[src/rtl/tw_pkg.sv]
package tw_pkg;

  localparam int LOG_AW  = 5;
  localparam int BYTE_W  = 8;
  localparam logic [BYTE_W-1:0] SEL_ADDR = 8'h01;

  typedef enum logic [3:0] {
    S_IDLE,
    S_BEGIN,
    S_SEL_D,
    S_SEL_A,
    S_SEL_E,
    S_TGT0,
    S_TGT1,
    S_END,
    S_RX,
    S_DONE
  } tw_state_e;

  // Bank number (1 or 2) owning a logical address
  function automatic logic [1:0] bank_of(input logic [LOG_AW-1:0] a);
    return a[LOG_AW-1] ? 2'd2 : 2'd1;
  endfunction

  // Physical address sent on the wire
  function automatic logic [BYTE_W-1:0] phys_of(input logic [LOG_AW-1:0] a);
    return {{(BYTE_W-LOG_AW+1){1'b0}}, a[LOG_AW-2:0]};
  endfunction

  // Per-register rewrite of write data
  function automatic logic [BYTE_W-1:0] remap_wdata(input logic [LOG_AW-1:0] a,
                                                    input logic [BYTE_W-1:0] d);
    logic [BYTE_W-1:0] r;
    case (a)
      5'h03:   r = 8'd255 - d;
      5'h09:   r = (d < 8'd64) ? (8'd255 - d) : (8'd191 - d);
      5'h12:   r = d | 8'h13;
      default: r = d;
    endcase
    return r;
  endfunction

endpackage

[src/rtl/tw_bank_tracker.sv]
module tw_bank_tracker (
  input  logic       clk,
  input  logic       rst_n,
  input  logic [1:0] tgt_bank,
  input  logic       commit,
  output logic       match
);

  logic [1:0] cur_q;

  always_ff @(posedge clk or negedge rst_n) begin
    if (!rst_n)      cur_q <= 2'd0;   // invalid: forces a select first
    else if (commit) cur_q <= tgt_bank;
  end

  assign match = (cur_q == tgt_bank);

  // tracked bank is never a legal value until the first commit
  a_r7_invalid_until_commit: assert property (@(posedge clk) disable iff (!rst_n)
    (cur_q != 2'd0) |-> ($past(commit) || $stable(cur_q)));

endmodule

[src/rtl/tw_byte_shifter.sv]
module tw_byte_shifter #(
  parameter int HALF_CYC = 4
) (
  input  logic       clk,
  input  logic       rst_n,
  input  logic       start,
  input  logic       rx_mode,
  input  logic [7:0] tx_byte,
  input  logic       din,
  output logic       done,
  output logic [7:0] rx_byte,
  output logic       bus_clk,
  output logic       dout
);

  localparam int CW = (HALF_CYC > 1) ? $clog2(HALF_CYC) : 1;
  localparam logic [CW-1:0] LAST = CW'(HALF_CYC - 1);

  logic          active, low_ph, rx_m;
  logic [CW-1:0] cnt;
  logic [2:0]    bidx;
  logic [7:0]    sh;
  logic          ph_end;

  assign ph_end = active && (cnt == LAST);

  always_ff @(posedge clk or negedge rst_n) begin
    if (!rst_n) begin
      active <= 1'b0;
      low_ph <= 1'b0;
      rx_m   <= 1'b0;
      cnt    <= '0;
      bidx   <= '0;
      sh     <= '0;
    end else if (start) begin
      active <= 1'b1;
      low_ph <= 1'b1;
      rx_m   <= rx_mode;
      cnt    <= '0;
      bidx   <= '0;
      sh     <= tx_byte;
    end else if (active) begin
      if (ph_end) begin
        cnt <= '0;
        if (low_ph) begin
          low_ph <= 1'b0;
          if (rx_m) sh <= {din, sh[7:1]};
        end else if (bidx == 3'd7) begin
          active <= 1'b0;
        end else begin
          bidx   <= bidx + 3'd1;
          low_ph <= 1'b1;
          if (!rx_m) sh <= {1'b0, sh[7:1]};
        end
      end else begin
        cnt <= cnt + CW'(1);
      end
    end
  end

  assign done    = ph_end && !low_ph && (bidx == 3'd7);
  assign rx_byte = sh;
  assign bus_clk = !(active && low_ph);
  assign dout    = sh[0];

  // data line does not move while the clock stays low
  a_r1_data_steady_low: assert property (@(posedge clk) disable iff (!rst_n)
    (!bus_clk && $past(!bus_clk)) |-> $stable(dout));

  // a new byte starts only when idle or at the end of the last bit
  a_r1_no_restart_midbyte: assert property (@(posedge clk) disable iff (!rst_n)
    start |-> (!active || done));

endmodule

[src/rtl/tw_sequencer.sv]
module tw_sequencer
  import tw_pkg::*;
#(
  parameter int HALF_CYC = 4
) (
  input  logic              clk,
  input  logic              rst_n,
  input  logic              pwr_en,
  input  logic              req_valid,
  output logic              req_ready,
  input  logic              req_write,
  input  logic [LOG_AW-1:0] req_addr,
  input  logic [BYTE_W-1:0] req_wdata,
  output logic              done,
  output logic [BYTE_W-1:0] rd_data,
  output logic              bus_dir,
  output logic              dat_oe,
  input  logic              bank_match,
  output logic              bank_commit,
  output logic [1:0]        tgt_bank,
  input  logic              sh_done,
  input  logic [BYTE_W-1:0] sh_rx_byte,
  output logic              sh_start,
  output logic              sh_rx_mode,
  output logic [BYTE_W-1:0] sh_tx_byte
);

  localparam int CW = (HALF_CYC > 1) ? $clog2(HALF_CYC) : 1;
  localparam logic [CW-1:0] LAST = CW'(HALF_CYC - 1);

  tw_state_e         state;
  logic              wr_q;
  logic [LOG_AW-1:0] addr_q;
  logic [BYTE_W-1:0] wdat_q;
  logic [BYTE_W-1:0] rd_q;
  logic [CW-1:0]     cnt;
  logic              dir_q, oe_q;
  logic              half_end;
  logic              accept;

  assign accept   = req_valid && (state == S_IDLE);
  assign half_end = (cnt == LAST);
  assign tgt_bank = bank_of(addr_q);

  // Byte launches, taken from state exits
  always_comb begin
    sh_start    = 1'b0;
    sh_rx_mode  = 1'b0;
    sh_tx_byte  = '0;
    bank_commit = 1'b0;
    case (state)
      S_BEGIN: if (half_end) begin
        sh_start = 1'b1;
        if (!bank_match) begin
          sh_tx_byte  = {6'd0, tgt_bank};
          bank_commit = 1'b1;
        end else begin
          sh_tx_byte = wr_q ? wdat_q : phys_of(addr_q);
        end
      end
      S_SEL_D: if (sh_done) begin
        sh_start   = 1'b1;
        sh_tx_byte = SEL_ADDR;
      end
      S_TGT0: if (sh_done && wr_q) begin
        sh_start   = 1'b1;
        sh_tx_byte = phys_of(addr_q);
      end
      S_END: if (half_end && !wr_q) begin
        sh_start   = 1'b1;
        sh_rx_mode = 1'b1;
      end
      default: ;
    endcase
  end

  always_ff @(posedge clk or negedge rst_n) begin
    if (!rst_n) begin
      state  <= S_IDLE;
      wr_q   <= 1'b0;
      addr_q <= '0;
      wdat_q <= '0;
      rd_q   <= '0;
      cnt    <= '0;
      dir_q  <= 1'b0;
      oe_q   <= 1'b0;
    end else begin
      cnt <= cnt + CW'(1);
      case (state)
        S_IDLE: if (accept) begin
          wr_q   <= req_write;
          addr_q <= req_addr;
          wdat_q <= remap_wdata(req_addr, req_wdata);
          rd_q   <= '0;
          cnt    <= '0;
          if (pwr_en) begin
            state <= S_BEGIN;
            dir_q <= 1'b1;
            oe_q  <= 1'b1;
          end else begin
            state <= S_DONE;
          end
        end
        S_BEGIN: if (half_end) state <= bank_match ? S_TGT0 : S_SEL_D;
        S_SEL_D: if (sh_done) state <= S_SEL_A;
        S_SEL_A: if (sh_done) begin
          state <= S_SEL_E;
          dir_q <= 1'b0;
          oe_q  <= 1'b0;
          cnt   <= '0;
        end
        S_SEL_E: if (half_end) begin
          state <= S_BEGIN;
          dir_q <= 1'b1;
          oe_q  <= 1'b1;
          cnt   <= '0;
        end
        S_TGT0: if (sh_done) begin
          if (wr_q) state <= S_TGT1;
          else begin
            state <= S_END;
            dir_q <= 1'b0;
            oe_q  <= 1'b0;
            cnt   <= '0;
          end
        end
        S_TGT1: if (sh_done) begin
          state <= S_END;
          dir_q <= 1'b0;
          oe_q  <= 1'b0;
          cnt   <= '0;
        end
        S_END: if (half_end) state <= wr_q ? S_DONE : S_RX;
        S_RX: if (sh_done) begin
          rd_q  <= sh_rx_byte;
          state <= S_DONE;
        end
        S_DONE:  state <= S_IDLE;
        default: state <= S_IDLE;
      endcase
    end
  end

  assign req_ready = (state == S_IDLE);
  assign done      = (state == S_DONE);
  assign rd_data   = rd_q;
  assign bus_dir   = dir_q;
  assign dat_oe    = oe_q;

  // a taken request makes the block busy on the next cycle
  a_r13_busy_after_accept: assert property (@(posedge clk) disable iff (!rst_n)
    (req_valid && req_ready) |=> !req_ready);

  // completion strobe lasts a single cycle
  a_r13_done_pulse: assert property (@(posedge clk) disable iff (!rst_n)
    done |=> !done);

  // the data driver is enabled only under a high direction line
  a_r3_oe_under_dir: assert property (@(posedge clk) disable iff (!rst_n)
    dat_oe |-> bus_dir);

  // receive phase keeps the data line released and direction low
  a_r4_rx_released: assert property (@(posedge clk) disable iff (!rst_n)
    (state == S_RX) |-> (!dat_oe && !bus_dir));

  // unpowered request finishes next cycle with zero and no window
  a_r12_off_quiet: assert property (@(posedge clk) disable iff (!rst_n)
    (req_valid && req_ready && !pwr_en) |=> (done && rd_data == '0 && !bus_dir));

  // after a bank-select launch the tracker reports a match
  a_r6_commit_matches: assert property (@(posedge clk) disable iff (!rst_n)
    bank_commit |=> bank_match);

endmodule

[src/rtl/tw_bus_master.sv]
module tw_bus_master #(
  parameter int HALF_CYC = 4
) (
  input  logic       clk,
  input  logic       rst_n,
  input  logic       pwr_en,
  input  logic       req_valid,
  output logic       req_ready,
  input  logic       req_write,
  input  logic [4:0] req_addr,
  input  logic [7:0] req_wdata,
  output logic       done,
  output logic [7:0] rd_data,
  output logic       bus_dir,
  output logic       bus_clk,
  output logic       dat_out,
  output logic       dat_oe,
  input  logic       dat_in
);

  logic       bank_match, bank_commit;
  logic [1:0] tgt_bank;
  logic       sh_done, sh_start, sh_rx_mode;
  logic [7:0] sh_rx_byte, sh_tx_byte;

  tw_sequencer #(.HALF_CYC(HALF_CYC)) u_seq (
    .clk         (clk),
    .rst_n       (rst_n),
    .pwr_en      (pwr_en),
    .req_valid   (req_valid),
    .req_ready   (req_ready),
    .req_write   (req_write),
    .req_addr    (req_addr),
    .req_wdata   (req_wdata),
    .done        (done),
    .rd_data     (rd_data),
    .bus_dir     (bus_dir),
    .dat_oe      (dat_oe),
    .bank_match  (bank_match),
    .bank_commit (bank_commit),
    .tgt_bank    (tgt_bank),
    .sh_done     (sh_done),
    .sh_rx_byte  (sh_rx_byte),
    .sh_start    (sh_start),
    .sh_rx_mode  (sh_rx_mode),
    .sh_tx_byte  (sh_tx_byte)
  );

  tw_bank_tracker u_bank (
    .clk      (clk),
    .rst_n    (rst_n),
    .tgt_bank (tgt_bank),
    .commit   (bank_commit),
    .match    (bank_match)
  );

  tw_byte_shifter #(.HALF_CYC(HALF_CYC)) u_shift (
    .clk     (clk),
    .rst_n   (rst_n),
    .start   (sh_start),
    .rx_mode (sh_rx_mode),
    .tx_byte (sh_tx_byte),
    .din     (dat_in),
    .done    (sh_done),
    .rx_byte (sh_rx_byte),
    .bus_clk (bus_clk),
    .dout    (dat_out)
  );

endmodule

[config.mk]
export PLATFORM = sky130hd
export DESIGN_NAME = tw_bus_master
export DESIGN_NICKNAME = d
export VERILOG_FILES = /design/src/rtl/tw_pkg.sv /design/src/rtl/tw_bank_tracker.sv /design/src/rtl/tw_byte_shifter.sv /design/src/rtl/tw_sequencer.sv /design/src/rtl/tw_bus_master.sv
export SDC_FILE = /design/constraint.sdc
export NUM_CORES = 1
export LEC_CHECK = 0
export BUFFER_PORTS_ARGS = -buffer_cell sky130_fd_sc_hd__buf_2
export CAP_MARGIN = 40
export CORE_MARGIN = 1.5
export CORE_UTILIZATION = 55
export CTS_BUF_LIST = sky130_fd_sc_hd__clkbuf_8
export CTS_CLUSTER_DIAMETER = 60
export DETAILED_ROUTE_END_ITERATION = 8
export HOLD_SLACK_MARGIN = 0.02
export PLACE_DENSITY_LB_ADDON = 0.3
export SYNTH_ARGS = -nofsm -noshare
export SYNTH_HDL_FRONTEND = slang
export SYNTH_SLANG_ARGS = --single-unit
[constraint.sdc]
create_clock -name clk -period 2.01 [get_ports clk]
set_clock_uncertainty 0.1 [all_clocks]
set_input_delay 0.3015 -clock clk [delete_from_list [all_inputs] [get_ports clk]]
set_output_delay 0.3015 -clock clk [all_outputs]
set_load 0.1 [all_outputs]
; Word level (Yosys, flattened, before mapping)
; Cells that the tools add are included.
[classes]
multipliers = 0
shifts = 0
div_mod_pow = 0
n_eq_ne = 33
magnitude_cmp = 1
mux = 72
n_bitwise = 0
reduce_logical = 23
add_sub_neg = 5
[op_table]
columns = op, count
row1 = two-way mux 8 bit, 13
row2 = case mux 8 bit (3 select lines), 2
row3 = two-way mux 4 bit, 11
row4 = case mux 4 bit (9 select lines), 1
row5 = two-way mux 1 bit, 26
row6 = "!= test 2 x 1 -> 1 bit, second input constant", 10
row7 = two-way mux 2 bit, 9
row8 = two-way mux 3 bit, 6
row9 = "== test 4 x 3 -> 1 bit, second input constant", 4
row10 = case mux 8 bit (2 select lines), 1
row11 = "subtractor 8 bit, first input constant", 2
row12 = AND reduction 9 bit, 1
row13 = "== test 4 x 2 -> 1 bit, second input constant", 2
row14 = "== test 4 bit, second input constant", 2
row15 = "less-than comparator 8 x 7 -> 1 bit, second input constant", 1
row16 = "!= test 2 bit, second input constant", 4
row17 = case mux 1 bit (4 select lines), 2
row18 = case mux 2 bit (4 select lines), 1
row19 = logical AND 1 bit, 7
row20 = AND reduction 7 bit, 1
row21 = "!= test 3 x 2 -> 1 bit, second input constant", 2
row22 = nonzero test 2 bit, 3
row23 = "== test 5 x 2 -> 1 bit, second input constant", 1
row24 = "== test 5 x 4 -> 1 bit, second input constant", 1
row25 = other kinds (16), 21
[word_totals]
input_bits = 19
mem_bits_rw = 0
word_cells = 148
register_bits = 47
out_inout_bits = 14
rom_bits = 0
latch_bits = 0
n_memories = 0

; Logic depth before layout (Yosys ltp)
[logic_depth]
depth_word = 9
ltp_mapped = 8
ltp_nobuf = 7

; Cells and area by module
; From an unflattened synthesis, not the netlist that was laid out.
[hier_totals]
cells_unflattened = 291
area_unflattened_um2 = 2879.0
[by_module_without_submodules]
columns = mod, seq_area_each_um2, area_each_um2, instances, cells_each
row1 = tw_sequencer, 725.7, 1935.6, 1, 217
row2 = tw_byte_shifter, 400.4, 849.6, 1, 67
row3 = tw_bank_tracker, 50.0, 93.8, 1, 7

; Worst setup path after synthesis
; OpenSTA, ideal clock, no wires.
[synth_timing]
path_type = reg2out
from = register u_seq.state[2]
to = output port done
n_path_buf = 3
stages_incl_launch_ff = 5
t_arrival_ps = 2818
t_required_ps = 1609
setup_slack_ps = -1210
path_cell_list = dfrtp_1 buf_4 buf_6 buf_6 nor3_1
[synth_between]
elab_chain_cells = 1
[synth_lines]
columns = element, line_no
row1 = start: declaration, tw_sequencer.sv:31  ; tw_state_e state;
row2 = start signal: assignment, tw_sequencer.sv:104  ; S_BEGIN: if (half_end) state <= bank_match ? S_TGT0 : S_SEL_D;
row3 = start signal: assignment, tw_sequencer.sv:133  ; S_END: if (half_end) state <= wr_q ? S_DONE : S_RX;
row4 = == test 4 bit, tw_sequencer.sv:145  ; assign done = (state == S_DONE);
row5 = end: declaration, tw_bus_master.sv:12  ; output logic done,
; No other way between the ends.

; Final worst setup path
[layout_timing]
from = register u_seq.state[0]
to = register u_seq.state[2]
[layout_between]
elab_chain_cells = 4
word_cells_on_any_way = 21
cone_classes = eq/ne (17) / mux (1) / reduce/logical (3)
[layout_lines]
columns = element, line_no
row1 = zero test 4 bit, "tw_sequencer.sv:41, tw_sequencer.sv:89"
row2 = logical AND 1 bit, tw_sequencer.sv:41  ; assign accept = req_valid && (state == S_IDLE);
row3 = != test 2 x 1 -> 1 bit (no source line), -
row4 = AND reduction 9 bit (no source line), -
; Several ways; a longest one is shown, not always the timed one.
; A chain may end at the register's enable or synchronous reset.

==> impl_metrics.env <==
export IMPL_ant_nets=0
export IMPL_grt_pass1_wl_um=10100
export IMPL_timing_final_crit_share=1.02
export IMPL_status="finished with violations"
export IMPL_root_buffer="clkbuf_8"
export IMPL_vias_per_cell=5.88
export IMPL_drt_met1_wl_um=2870
export IMPL_worstSetupPathType="flip-flop to flip-flop"
export IMPL_max_cap_violations=0
export IMPL_antenna_found_initial=0
export IMPL_clk_pin_slew_ps=90
export IMPL_tightest_slew_ps=591
export IMPL_fin_ws_ps=-34.9
export IMPL_hold_violations=0
export IMPL_yosys_area_top_type_share=0.418
export IMPL_drtIter0Drc=196
export IMPL_dieArea_mm2=0.00556
export IMPL_synth_area_mm2=0.00282
export IMPL_post_route_util=0.746
export IMPL_crit_path_end_kind="flip-flop"
export IMPL_cp_slowest_cell="dfrtp_1"
export IMPL_yosysMostFrequentCell="dfrtp_1"
export IMPL_post_place_ws_ps=-70.3
export IMPL_cts_sinks=47
export IMPL_tritoncts="built"
export IMPL_core_mm2=0.00482
export IMPL_synth_top_cells_by_area="dfrtp_1 (42%), nand2_1 (4.1%), o21ai_0 (4.1%)"
export IMPL_ios=33
export IMPL_hold_slack_ps=140
export IMPL_fin_nets=372
export IMPL_h_tree_depth=2
export IMPL_synthTopCellsByCount="dfrtp_1 (47), nand2_1 (31), nor2_1 (24)"
export IMPL_critPathMaxStageDelay_ps=480
export IMPL_violations="setup timing"
export IMPL_die_w_um=74.5
export IMPL_cp_max_fo=7
export IMPL_critPathRequiredTime_ps=2110
export IMPL_initial_core_util=0.584
export IMPL_met3WireLength_um=279
export IMPL_synth_edf_count=0
export IMPL_synth_seq_cells=47
export IMPL_rows=25
export IMPL_met2_wirelength_um=3130
export IMPL_cp_top_family="compound AO/OA/AOI/OAI gates"
export IMPL_hold_path_class="primary input to flip-flop"
export IMPL_grt_pass1_vias=2163
export IMPL_drive_above_1_share=0.358
export IMPL_rsz0062_at_grt="true"
export IMPL_synth_cell_types=62
export IMPL_async_flop_share=1.00
export IMPL_drc=0
export IMPL_drt_wirelength_per_cell_um=15.5
export IMPL_netlist_top_cell_by_area="dfrtp_1"
export IMPL_grt_use_total=0.240
export IMPL_relSlewSlack=0.606
export IMPL_total_leakage_power_uw=0.00164
export IMPL_critPathLaunchType="flip-flop"
export IMPL_route_top_layer_used="met4"
export IMPL_port_buffers=32
export IMPL_grt_max_degree=28
export IMPL_dp_cells=397
export IMPL_final_max_slew_violation_count=0
export IMPL_final_cell_count_no_fill=416
export IMPL_cp_cell_sequence="buf_4 > nor4_2 > a311oi_2 > o22ai_2 > nor4b_1 > a211o_1"
export IMPL_reg2regPathDepth=6
export IMPL_area_delta_synth_final_pct=27.6
export IMPL_firstDrtPassIters=4
export IMPL_timing_fmax_ghz=0.489
export IMPL_dieHeight_um=74.5
export IMPL_ir_drop_mv=1.05
export IMPL_gp_congestion=0.851
export IMPL_cts_max_path_buffers=2
export IMPL_clk_latency_ps=310
export IMPL_routed_wl_um=6440
export IMPL_ys_warn_count=0
export IMPL_cts_buffers=5
export IMPL_seq_area_frac_synth=0.418
export IMPL_cp_depth=6
export IMPL_timing_critical_path_buf_inv=1
export IMPL_min_period_ps=2040
export IMPL_syn_num_nets=312
export IMPL_synth_cells=288
export IMPL_ys_dominant_reg_cell="dfrtp_1"
export IMPL_p_per_area_mw_per_mm2=1650
export IMPL_total_power_uw=5940
export IMPL_dp_hpwl_um=4280
export IMPL_min_delay_path_depth=2
export IMPL_postSynthAreaPerCell_um2=9.77
export IMPL_vias=2444
export IMPL_grt_overflow_total=0
export IMPL_antenna_cells=0
export IMPL_setup_violations=4
export IMPL_cp_arrival_ps=2140
## registers in the layout (all words and copies together), names as in the netlist
name,count
u_shift.low_ph,1
u_shift.rx_byte,8
u_bank.cur_q,2
u_shift.bidx,3
u_seq.state,4
u_seq.cnt,2
u_shift.active,1
u_seq.wr_q,1
u_seq.rd_data,8
u_seq.addr_q,5
u_shift.rx_m,1
u_shift.cnt,2
u_seq.bus_dir,1
u_seq.wdat_q,8
## cells in the final DEF (no fill, tap or decap), drive strengths merged, types with 2 or more instances in the layout
master   Yosys  routed
o2bb2ai      3       3
o21a         5       5
bufinv       0       2
o41ai        2       2
a21boi       2       2
nand3       10      10
o32ai        3       3
a21o         5       5
nand2       31      31
a2bb2oi      2       2
o22ai        4       4
nor2        26      26
nor2b        2       2
xor2         4       4
nor3         9       9
nand3b       2       2
inv          8       9
mux2         9       9
xnor2        2       2
o21bai       3       3
o22a         2       2
ha           5       5
or3          2       2
a211o        2       2
a211oi       3       3
clkbuf       6       6
o221ai       2       2
nor3b        2       2
a21oi       10      10
dfrtp       47      47
mux2i       11      11
nor4         5       5
a31oi        3       3
o21ai       23      23
buf         13      70
nor4b        3       3
nand2b       6       6
## per-stage QoR
| stage | setup TNS [ps] | cell area, um2 |
|---|---|---|
| 3_3_place_gp | 0 | 3250 |
| 4_1_cts | -39.1 | 3440 |
| 2_1_floorplan | -2860 | 2870 |
| 6_report | -94.8 | 3590 |
| 3_5_place_dp | -94.1 | 3250 |
| 5_1_grt | -507 | 3590 |
## routing by layer
layer,up-vias,track usage
met4,0,0.0768
li1,1177,-
met5,-,0
met2,89,0.396
met3,24,0.0379
met1,1154,0.325
## worst paths after layout
check	slack (ps)	endpoint	start
setup / recovery	-30	u_seq.state[2]$_DFFE_PN0P_	u_seq.state[0]$_DFFE_PN0P_
hold / removal	140	u_seq.wr_q$_DFFE_PN0P_	req_write
setup reg to reg	-30	u_seq.state[2]$_DFFE_PN0P_	u_seq.state[0]$_DFFE_PN0P_
hold reg to reg	350	u_seq.cnt[0]$_DFF_PN0_	u_seq.cnt[0]$_DFF_PN0_
max in group asynchronous	840	u_seq.state[1]$_DFFE_PN0P_	rst_n
min in group asynchronous	430	u_seq.cnt[0]$_DFF_PN0_	rst_n
## report_power, final
part | total [uW] | internal (uW) | switching (uW) | leakage (uW)
registers | 1670 | 1320 | 352 | 0.000585
logic | 3430 | 1550 | 1880 | 0.000983
clock network | 840 | 505 | 335 | 0.0000703
## repair_timing
| item | 4_1_cts | 5_1_grt |
|---|---|---|
| endpoints found under the hold margin | 23 | 0 |
| setup endpoints to repair | 6 | 18 |
| cloned | 0 | 1 |
| buffers inserted | 1 | 8 |
| hold buffers | 1 | 0 |
| pin swaps | 3 | 8 |
| resized for setup | 7 | 15 |
## layout make-up
| cell class | count | area [um2] |
|---|---|---|
| clock buffers | 5 | 68.8 |
| flip-flops and latches | 47 | 1180 |
| inverters | 8 | 30.0 |
| fillers | 335 | 1220 |
| well taps | 67 | 83.8 |
| repair buffers | 72 | 561 |
| clock inverters | 3 | 71.3 |
| multi-input cells | 214 | 1600 |
## logic make-up after synthesis
logic type      count (synthesis)  synth area share
compound gates                 79             0.200
xor+xnor                        6            0.0187
fa+ha+maj                       5            0.0222
buf+inv                        27            0.0618
flops                          47             0.418
mux                            20            0.0751
simple gates                  104             0.204
Power figures use the tool's default switching activity.
